**config.mk**
```make
export PLATFORM = sky130hd
export DESIGN_NAME = sup_rst_gen
export DESIGN_NICKNAME = d
export VERILOG_FILES = /design/src/rtl/sup_rst_pkg.sv /design/src/rtl/sup_cause_merge.sv /design/src/rtl/sup_recovery_timer.sv /design/src/rtl/sup_rst_drive.sv /design/src/rtl/sup_rst_gen.sv
export SDC_FILE = /design/constraint.sdc
export NUM_CORES = 1
export LEC_CHECK = 0
export BUFFER_PORTS_ARGS = -buffer_cell sky130_fd_sc_hd__buf_2
export CAP_MARGIN = 10
export CORE_MARGIN = 4
export CORE_UTILIZATION = 35
export CTS_BUF_LIST = sky130_fd_sc_hd__clkbuf_8
export DETAILED_ROUTE_END_ITERATION = 7
export GPL_TIMING_DRIVEN = 1
export SLEW_MARGIN = 10
export SYNTH_ARGS = -nofsm -noshare
export SYNTH_HDL_FRONTEND = slang
export SYNTH_SLANG_ARGS = --single-unit
```
**constraint.sdc**
```tcl
create_clock -name clk -period 1.19 [get_ports clk]
set_clock_uncertainty 0.05 [all_clocks]
set_input_delay 0.2975 -clock clk [delete_from_list [all_inputs] [get_ports clk]]
set_output_delay 0.2975 -clock clk [all_outputs]
set_load 0.01 [all_outputs]
```
**src/rtl/sup_rst_pkg.sv**
```systemverilog
package sup_rst_pkg;

    typedef enum logic [1:0] {
        OUT_BOTH      = 2'd0,
        OUT_LOW_ONLY  = 2'd1,
        OUT_HIGH_ONLY = 2'd2
    } out_sel_e;

    typedef enum logic [1:0] {
        PH_HELD    = 2'd0,
        PH_RECOVER = 2'd1,
        PH_RUN     = 2'd2
    } phase_e;

    typedef struct packed {
        logic sup_bad;
        logic manual;
    } cause_t;

    function automatic logic any_cause(cause_t c);
        return c.sup_bad | c.manual;
    endfunction

    function automatic int unsigned cnt_width(int unsigned n);
        return (n < 2) ? 1 : $clog2(n);
    endfunction

endpackage

```
**src/rtl/sup_cause_merge.sv**
```systemverilog
module sup_cause_merge
    import sup_rst_pkg::*;
(
    input  logic   supply_ok,
    input  logic   mr_n,
    output cause_t causes,
    output logic   active
);
    always_comb begin
        causes.sup_bad = ~supply_ok;
        causes.manual  = ~mr_n;
        active         = any_cause(causes);
    end
endmodule

```
**src/rtl/sup_recovery_timer.sv**
```systemverilog
module sup_recovery_timer
    import sup_rst_pkg::*;
#(
    parameter int unsigned HOLD_TICKS = 200
) (
    input  logic clk,
    input  logic rst,
    input  logic clear,
    input  logic tick,
    output logic done
);
    localparam int unsigned CW = cnt_width(HOLD_TICKS);
    localparam logic [CW-1:0] LAST = CW'(HOLD_TICKS - 1);

    logic [CW-1:0] cnt_q;
    logic          done_q;

    always_ff @(posedge clk) begin
        if (rst || clear) begin
            cnt_q  <= '0;
            done_q <= 1'b0;
        end else if (!done_q && tick) begin
            if (cnt_q == LAST) begin
                cnt_q  <= '0;
                done_q <= 1'b1;
            end else begin
                cnt_q <= cnt_q + 1'b1;
            end
        end
    end

    assign done = done_q;
endmodule

```
**src/rtl/sup_rst_drive.sv**
```systemverilog
module sup_rst_drive
    import sup_rst_pkg::*;
#(
    parameter out_sel_e OUT_SEL = OUT_BOTH
) (
    input  logic hold,
    output logic rst_n_o,
    output logic rst_o
);
    generate
        if (OUT_SEL == OUT_LOW_ONLY) begin : g_low
            assign rst_n_o = ~hold;
            assign rst_o   = 1'b0;
        end else if (OUT_SEL == OUT_HIGH_ONLY) begin : g_high
            assign rst_n_o = 1'b1;
            assign rst_o   = hold;
        end else begin : g_both
            assign rst_n_o = ~hold;
            assign rst_o   = hold;
        end
    endgenerate
endmodule

```
**src/rtl/sup_rst_gen.sv**
```systemverilog
module sup_rst_gen
    import sup_rst_pkg::*;
#(
    parameter int unsigned HOLD_TICKS = 200,
    parameter out_sel_e    OUT_SEL    = OUT_BOTH
) (
    input  logic clk,
    input  logic rst,
    input  logic tick,
    input  logic supply_ok,
    input  logic mr_n,
    output logic rst_n_out,
    output logic rst_out,
    output logic recovering
);
    cause_t causes;
    logic   cause_active;
    logic   timer_done;
    phase_e phase;

    sup_cause_merge u_merge (
        .supply_ok (supply_ok),
        .mr_n      (mr_n),
        .causes    (causes),
        .active    (cause_active)
    );

    sup_recovery_timer #(.HOLD_TICKS(HOLD_TICKS)) u_timer (
        .clk   (clk),
        .rst   (rst),
        .clear (cause_active),
        .tick  (tick),
        .done  (timer_done)
    );

    always_comb begin
        if (cause_active)     phase = PH_HELD;
        else if (!timer_done) phase = PH_RECOVER;
        else                  phase = PH_RUN;
    end

    sup_rst_drive #(.OUT_SEL(OUT_SEL)) u_drive (
        .hold    (phase != PH_RUN),
        .rst_n_o (rst_n_out),
        .rst_o   (rst_out)
    );

    assign recovering = (phase == PH_RECOVER);
endmodule

```
# [Yosys cells after proc, flatten, opt, wreduce, memory -nomap -nowiden]
# Index checks and enable logic that the tools add are counted.
[op_classes] n_addsub=1 mul=0 n_div=0 magnitude_cmp=0 eq_ne=3 shifts=0 muxes=3 bitwise_logic=4 reduce_logical=4
[op_table] op="adder 8 x 1 -> 8 bit, second input constant" count=1
[op_table] op="== test 8 bit, second input constant" count=1
[op_table] op="2-to-1 mux 8 bit" count=1
[op_table] op="2-to-1 mux 2 bit" count=2
[op_table] op="NOT 1 bit" count=3
[op_table] op="== test 2 x 1 -> 1 bit, second input constant" count=1
[op_table] op="!= test 2 bit, second input constant" count=1
[op_table] op="AND reduction 2 bit" count=1
[op_table] op="logical AND 1 bit" count=1
[op_table] op="logical NOT 1 bit" count=1
[op_table] op="logical OR 1 bit" count=1
[op_table] op="bitwise OR 1 bit" count=1
[word_totals] reg_bits=9 latchBits=0 ram_bits=0 mem_bits_ro=0 in_bits=5 memories=0

# [Logic depth before layout (Yosys ltp)]
# Gate-level depths: netlist (run 1).
[logic_depth] depth_word=5 mapped_depth=4 ltp_nobuf=4

# [By module]
# A second synthesis (run 1) with hierarchy kept.
[unflattened] cells_unflattened=55 area_unflattened_um2=494.2
[modules_own_cells] mod="sup_recovery_timer" n_inst=1 cells_per_inst=48 area_per_inst_um2=461.7 seq_area_each_um2=180.2
[modules_own_cells] mod="sup_cause_merge" n_inst=1 cells_per_inst=3 area_per_inst_um2=11.3 seq_area_each_um2=0.0
[modules_own_cells] mod="sup_rst_drive" n_inst=1 cells_per_inst=2 area_per_inst_um2=11.3 seq_area_each_um2=0.0
[modules_own_cells] mod="sup_rst_gen" n_inst=1 cells_per_inst=2 area_per_inst_um2=10.0 seq_area_each_um2=0.0

# [Least setup slack after synthesis (run 1)]
# Ideal clock, no wire load.
[synth_timing] path_kind="register -> register" from="register u_timer.cnt_q[0]" to="register u_timer.cnt_q[6]" arrival_ns=1.178 required_time_ns=1.066 path_slack_ns=-0.112 path_stages_with_launch=5 path_buffers=0 cell_sequence="dfxtp_1 ha_1 nand4b_2 or3_1 a31oi_1"
[synth_between] elab_chain_len=2 elab_cells_between_ends=3 cone_classes="add/sub (1); eq/ne (1); mux (1)"
[synth_lines] element="start: declaration" line_no="sup_recovery_timer.sv:15" rtl="logic [CW-1:0] cnt_q;"
[synth_lines] element="start signal: assignment" line_no="sup_recovery_timer.sv:27" rtl="cnt_q <= cnt_q + 1'b1;"
[synth_lines] element="adder 8 x 1 -> 8 bit or == test 8 bit (tied branches)" line_no="sup_recovery_timer.sv:27, sup_recovery_timer.sv:23"
[synth_lines] element="2-to-1 mux 8 bit *" line_no="sup_recovery_timer.sv:23" rtl="if (cnt_q == LAST) begin"
# Mark *: on every way between the ends. The rest lies on a longest branch, timed or not.
# A chain may end at the register's enable or synchronous reset.

# [Worst setup path in the final report (run 1)]
[layout_timing] from="register u_timer.done_q (netlist: u_timer.done)" to="register u_timer.cnt_q[7]"
[layout_between] elab_chain_len=2
[layout_lines] element="start: declaration" line_no="sup_recovery_timer.sv:16" rtl="logic done_q;"
[layout_lines] element="start signal: assignment" line_no="sup_recovery_timer.sv:21" rtl="done_q <= 1'b0;"
[layout_lines] element="start signal: assignment" line_no="sup_recovery_timer.sv:25" rtl="done_q <= 1'b1;"
[layout_lines] element="logical NOT 1 bit" line_no="sup_recovery_timer.sv:22" rtl="end else if (!done_q && tick) begin"
[layout_lines] element="logical AND 1 bit" line_no="sup_recovery_timer.sv:22"
# No other way between the ends.

==> results of run 1 <==
-- kinds of logic after synthesis --
logic type      count (synthesis)
compound gates                 12
xor+xnor                        2
fa+ha+maj                       1
buf+inv                         3
flops                           9
mux                             1
simple gates                   24
-- Yosys cell counts (2+ instances only) --
cell type	number	area share, %
nand3_1	2	2.1
dfxtp_1	9	38
o21ai_0	2	2.1
or3_1	3	4.0
inv_1	2	1.6
nand2_1	4	3.2
or4_1	2	3.2
a21oi_1	4	4.2
o31ai_1	2	3.2
nor2_1	4	3.2
-- per-layer routing --
metal | up-vias | GRT usage (%) | routed length, um
met2 | 9 | 18.3 | 491
met1 | 192 | 14.9 | 478
li1 | 229 | - | -
met4 | 0 | 5.26 | 12
met3 | 2 | 7.17 | 48
met5 | - | 0 | 0
-- sequential cells by signal, indices dropped and copies added (netlist names) --
signal and flops:
u_timer.cnt_q 8, u_timer.done 1
-- how the worst max path moves through the flow --
stage / slack, ps / startpoint / to / depth (start not counted)
2_1_floorplan: -6 / u_timer.cnt_q[1]$_SDFFE_PP0P_ / u_timer.cnt_q[0]$_SDFFE_PP0P_ / 4
3_3_place_gp: -70 / u_timer.cnt_q[1]$_SDFFE_PP0P_ / u_timer.cnt_q[3]$_SDFFE_PP0P_ / 5
3_5_place_dp: -110 / tick / u_timer.cnt_q[7]$_SDFFE_PP0P_ / 4
4_1_cts: -90 / u_timer.cnt_q[1]$_SDFFE_PP0P_ / u_timer.cnt_q[3]$_SDFFE_PP0P_ / 5
5_1_grt: -140 / u_timer.cnt_q[1]$_SDFFE_PP0P_ / u_timer.cnt_q[5]$_SDFFE_PP0P_ / 5
6_report: -90 / u_timer.done$_SDFFE_PP0P_ / u_timer.cnt_q[7]$_SDFFE_PP0P_ / 3
-- through the flow --
step | setup slack (ps) | total power [mW] | area, um2 | instances | utilization (%)
finish | -85.9 | 0.681 | 683 | 85 | 53.2
global route | -136 | 0.713 | 683 | 85 | 53.2
CTS | -94.0 | 0.687 | 662 | 85 | 51.5
detailed placement | -110 | 0.344 | 599 | 80 | 46.6
global placement | -66.4 | 0.343 | 599 | 80 | 46.6
floorplan | -5.52 | 0.326 | 504 | 52 | -
-- cell type report --
class                   instances  area (um2)  share of cell area, %
multi-input cells              40         319                   46.7
flip-flops and latches          9         191                   28.0
repair buffers                 15         101                   14.8
clock buffers                   3        41.3                   6.04
well taps                      15        18.8                   2.75
inverters                       2        7.51                   1.10
clock inverters                 1        3.75                  0.549
-- repair_timing --
| item | CTS | global route |
|---|---|---|
| gates resized for setup | 3 | 5 |
| pin swaps | 1 | 2 |
| setup endpoints to repair | 9 | 11 |
| buffers inserted | 1 | 0 |
-- power breakdown --
| group | total, mW | leakage, nW | switching (mW) | internal [mW] |
|---|---|---|---|---|
| combinational | 0.0364 | 0.201 | 0.0192 | 0.0172 |
| sequential | 0.301 | 0.0757 | 0.00138 | 0.299 |
| clock | 0.343 | 0.0269 | 0.119 | 0.224 |
-- critical path, cell delays in order, from the launching register on --
cell and delay, ps:
dfxtp_4 370, nand3b_4 170, or4_1 470, a21oi_1 150
==> key figures, run 1 <==
STA
  • Endpoints failing setup: 8
  • Crit share post-route: 107%
  • Min cycle time layout: 1280 ps
  • RSZ-0062 raised after global routing: yes
  • Fin. Hold Viols: 0
  • Relative slew margins: 85.1%
  • Final WS setup: -85.9 ps
  • Sum of negative setup slack: -407 ps
  • Hold slack: 299 ps
  • Max-slew violation count: 0
  • Max Clk Rate: 784 MHz
  • Worst-Margin Slew: 222 ps

Worst hold path
  • Min-delay src: rst
  • Hold path depth: 3
  • Hold Path Class: in -> reg
  • Hold Path Sink: u_timer.cnt_q[4]$_SDFFE_PP0P_

Finish
  • Commonest non-fill, non-tap cell in the layout: buf_4
  • ANT cells: 0
  • # nets final: 77
  • Fillers: 119
  • Share of cells above drive strength 1: 44.3%
  • Commonest cells after routing, fill and taps aside: buf_4, buf_2, nand2_1, dfxtp_1
  • Area delta synth->final: 44.1%

Power
  • Pwr Density: 996 nW/um2
  • P_leak: 0.304 nW
  • Worst vdd ir: 0.819 mV

Floorplanning
  • # rows: 13
  • Die area: 2010 um2
  • Initial Util: 36.9%
  • Die height: 44.8 um
  • Top-Level Pins: 8
  • Core Area: 1280 um2
  • Die W: 44.8 um

Synthesis
  • Mux cell area share after synthesis: 2.11%
  • Async SR Flop Fraction: 0%
  • Largest family of logic cells by synthesized area: simple AND/OR/NAND/NOR gates
  • Synth Net Count: 58
  • Synth cell types: 28
  • Synth Area in Simple Gates: 33.8%
  • Sequential element share of the synthesized area: 38.0%
  • Synth Area in XOR/XNOR: 3.69%
  • Synth Area in Adders: 2.64%
  • YS warnings: 0
  • Syn Inst Count: 52
  • Post-synthesis register bit count: 9
  • Synthesized cell area: 474 um2
  • Synth Flop Type: dfxtp_1
  • Syn_area_per_cell: 9.12 um2
  • EDFF count, synth: 0
  • Post-synthesis compound-gate area fraction: 16.6%

Critical path
  • RR Endpoint: u_timer.cnt_q[7]$_SDFFE_PP0P_
  • Worst R2R Start: u_timer.done$_SDFFE_PP0P_
  • FF-to-FF setup slack: -90 ps
  • Startpoint Class: flip-flop
  • Crit end category: flip-flop
  • WP data arrival: 1390 ps
  • Worst endpoint required time: 1300 ps
  • WS Path Type: reg -> reg
  • R2R cell count: 3
  • CP Max Fanout: 7

Clock network
  • Skew-Pair Late Insertion Delay: 230 ps
  • Clock Pin Slew Worst Setup and Hold Paths: 40 ps
  • Clock Tree Buf Depth: 2
  • CTS root buf: clkbuf_8
  • TritonCTS Buffers: 3
  • CTS tree: yes
  • CTS Hold Bufs: 0
  • TritonCTS Sinks: 9
  • Number of H-tree levels: 1

Job
  • Max-cap viol count: 0

Status
  • Failing checks: setup timing
  • Status: complete, but fails checks

GRT
  • Initial antenna violation count: 0
  • Global-route wire length before repair: 1740 um
  • GRT Util Overall: 12.5%
  • Aggregate global routing overflow: 0
  • Vias in the first global route: 405
  • Largest net degree at the start of global routing: 8

Drt
  • Residual DRC: 0
  • Antenna Nets Post-Route: 0
  • Total wire length: 1030 um
  • Routed wire length per instance: 12.1 um
  • Drt first-iter violations: 6
  • Vias post-DR: 432
  • Via density: 5.08
  • Pre-antenna DRT Iters: 4

Placed design
  • Final Wtd Congestion: 0.798
  • Port Buffers: 7
  • Final HPWL DP: 784 um
No activity file was read; power rests on OpenSTA's default activity.
==> inputs of run 2 (changes only) <==
--- a/config.mk
+++ b/config.mk
@@ -7,10 +7,10 @@
 export LEC_CHECK = 0
 export BUFFER_PORTS_ARGS = -buffer_cell sky130_fd_sc_hd__buf_2
 export CAP_MARGIN = 10
-export CORE_MARGIN = 4
-export CORE_UTILIZATION = 35
+export CORE_AREA = 4 4 41 43
 export CTS_BUF_LIST = sky130_fd_sc_hd__clkbuf_8
 export DETAILED_ROUTE_END_ITERATION = 7
+export DIE_AREA = 0 0 45 47
 export GPL_TIMING_DRIVEN = 1
 export SLEW_MARGIN = 10
 export SYNTH_ARGS = -nofsm -noshare
==> run 2 against run 1 <==
The flow still finishes with violations (setup timing). Largest cell class unchanged. Die area rose by 5.3%. Via count rose by 1.6%. Sequential share of layout area fell by 0.14 points. Critical path type unchanged. Critical endpoint unchanged.
==> key figures, run 2 (synthesized netlist as in run 1, its figures left out) <==
GRT
  • Global-route wire length before repair: 1640 um (was 1740 um)
  • Largest net degree at the start of global routing: 8 (unchanged)
  • GRT Util Overall: 10.8% (was 12.5%)
  • Initial antenna violation count: 0 (unchanged)
  • Aggregate global routing overflow: 0 (unchanged)
  • Vias in the first global route: 421 (was 405)

Drt
  • Total wire length: 949 um (was 1030 um)
  • Via density: 5.23 (was 5.08)
  • Pre-antenna DRT Iters: 4 (unchanged)
  • Vias post-DR: 439 (was 432)
  • Residual DRC: 0 (unchanged)
  • Drt first-iter violations: 7 (was 6)
  • Antenna Nets Post-Route: 0 (unchanged)
  • Routed wire length per instance: 11.3 um (was 12.1 um)

Clock network
  • CTS root buf: clkbuf_8 (unchanged)
  • CTS Hold Bufs: 0 (unchanged)
  • Clock Pin Slew Worst Setup and Hold Paths: 40 ps (about the same)
  • CTS tree: yes (unchanged)
  • Skew-Pair Late Insertion Delay: 230 ps (about the same)
  • TritonCTS Sinks: 9 (unchanged)
  • Number of H-tree levels: 1 (unchanged)
  • Clock Tree Buf Depth: 2 (unchanged)
  • TritonCTS Buffers: 3 (unchanged)

Floorplanning
  • Die W: 45 um (was 44.8 um)
  • Core Area: 1300 um2 (was 1280 um2)
  • # rows: 13 (unchanged)
  • Die height: 47 um (was 44.8 um)
  • Top-Level Pins: 8 (unchanged)
  • Initial Util: 36.4% (was 36.9%)
  • Die area: 2120 um2 (was 2010 um2)

Finish
  • # nets final: 76 (was 77)
  • Largest register FFs: 8 (unchanged)
  • Area of the multi-input gates: 330 um2 (was 319 um2)
  • Area delta synth->final: 46.7% (was 44.1%)
  • Share of cells above drive strength 1: 49.3% (was 44.3%)
  • Biggest register: u_timer.cnt_q (unchanged)
  • Commonest non-fill, non-tap cell in the layout: buf_4 (unchanged)
  • Register area: 194 um2 (was 191 um2)
  • Commonest cells after routing, fill and taps aside: buf_4, buf_2, nand2_1, dfxtp_1 (unchanged)
  • Fillers: 124 (was 119)
  • Non-Filler Instances: 84 (was 85)
  • ANT cells: 0 (unchanged)

Critical path
  • CP Max Fanout: 7 (unchanged)
  • WP data arrival: 1380 ps (was 1390 ps)
  • Crit-path cells: nand3b_4 -> or4_4 -> a21oi_2 (was nand3b_4 -> or4_1 -> a21oi_1)
  • WS Path Type: reg -> reg (unchanged)
  • Startpoint Class: flip-flop (unchanged)
  • CP peak stage delay: 490 ps (was 470 ps)
  • Crit end category: flip-flop (unchanged)
  • CP max-delay cell: or4_4 (was or4_1)
  • Worst endpoint required time: 1310 ps (was 1300 ps)

STA
  • Min cycle time layout: 1260 ps (was 1280 ps)
  • Max Clk Rate: 791 MHz (was 784 MHz)
  • Relative slew margins: 82.0% (was 85.1%)
  • Hold slack: 299 ps (about the same)
  • Max-slew violation count: 0 (unchanged)
  • Endpoints failing setup: 8 (unchanged)
  • Crit share post-route: 106% (was 107%)
  • Final WS setup: -74.5 ps (was -85.9 ps)
  • RSZ-0062 raised after global routing: yes (unchanged)
  • Fin. Hold Viols: 0 (unchanged)
  • Worst-Margin Slew: 268 ps (was 222 ps)

Power
  • Clk pwr share: 50.4% (about the same)
  • Sw Pwr: 137 uW (was 139 uW)
  • Worst vdd ir: 0.686 mV (was 0.819 mV)
  • P_leak: 0.300 nW (was 0.304 nW)
  • Pwr Density: 973 nW/um2 (was 996 nW/um2)
  • Internal power: 539 uW (was 541 uW)
  • Comb power frac: 5.4% (was 5.3%)
  • Sequential Power Share: 44.2% (about the same)
  • Sw Ratio: 20.3% (was 20.5%)

Job
  • Max-cap viol count: 0 (unchanged)

Placed design
  • Dpl ws: -99.4 ps (was -110 ps)
  • Dpl cells: 80 (unchanged)
  • Final HPWL DP: 736 um (was 784 um)
  • Final Wtd Congestion: 0.851 (was 0.798)
  • Port Buffers: 7 (unchanged)

Status
  • Status: complete, but fails checks (unchanged)
  • Failing checks: setup timing (unchanged)

Worst hold path
  • Hold Path Class: in -> reg (unchanged)
[run 2: cell count changes in the layout (fill, tap and decap cells not counted), sizes merged]
| cell | before | now |
|---|---|---|
| buf | 15 | 14 |
[run 2: through the flow]
step / power, mW / setup TNS [ps] / utilization (%) / area (um2)
floorplan: 0.326 / -11.0 / - / 504
finish: 0.677 / -366 / 53.5 / 696
global placement: 0.343 / -313 / 46.1 / 599
global route: 0.705 / -888 / 53.5 / 696
detailed placement: 0.344 / -404 / 46.1 / 599
CTS: 0.689 / -430 / 50.1 / 652
[run 2: area by class of cell]
type	instances	share of cell area [%]
multi-input combinational	40	47.5
sequential	9	27.9
timing repair buffer	14	14.4
clock buffer	3	5.94
tap	15	2.70
inverter	2	1.08
clock inverter	1	0.540
[run 2: power by group through the flow]
| stage | logic (mW) | clock network, mW | registers, mW |
|---|---|---|---|
| 2_1_floorplan | 0.0150 | 0 | 0.311 |
| 3_3_place_gp | 0.0323 | 0 | 0.311 |
| 3_5_place_dp | 0.0330 | 0 | 0.311 |
| 4_1_cts | 0.0340 | 0.352 | 0.303 |
| 5_1_grt | 0.0401 | 0.366 | 0.299 |
| 6_report | 0.0364 | 0.341 | 0.299 |
[run 2: critical path, delay by kind of cell (launching register included)]
family           cells  cell delay (ps)
flip-flops           1              370
AND/OR/NAND/NOR      2              660
AO/OA/AOI/OAI        1              120
[run 2: worst paths after layout]
kind,start,endpoint,slack (ps),cells past startpoint
min,rst,u_timer.cnt_q[4]$_SDFFE_PP0P_,300,3
min reg2reg,u_timer.cnt_q[7]$_SDFFE_PP0P_,u_timer.cnt_q[7]$_SDFFE_PP0P_,460,2
max reg2reg,u_timer.done$_SDFFE_PP0P_,u_timer.cnt_q[7]$_SDFFE_PP0P_,-70,3
max,u_timer.done$_SDFFE_PP0P_,u_timer.cnt_q[7]$_SDFFE_PP0P_,-70,3
[run 2: what timing repair did]
action,CTS,global route
pin swaps,2,1
gates resized for setup,2,12
setup endpoints to repair,9,10
cloned,0,0
setup buffers,0,0
[run 2: metal layers]
layer	wire [um]	global-route usage, %
met2	455	17.5
met1	459	12.2
met5	0	0
met4	0	3.51
met3	34	5.75
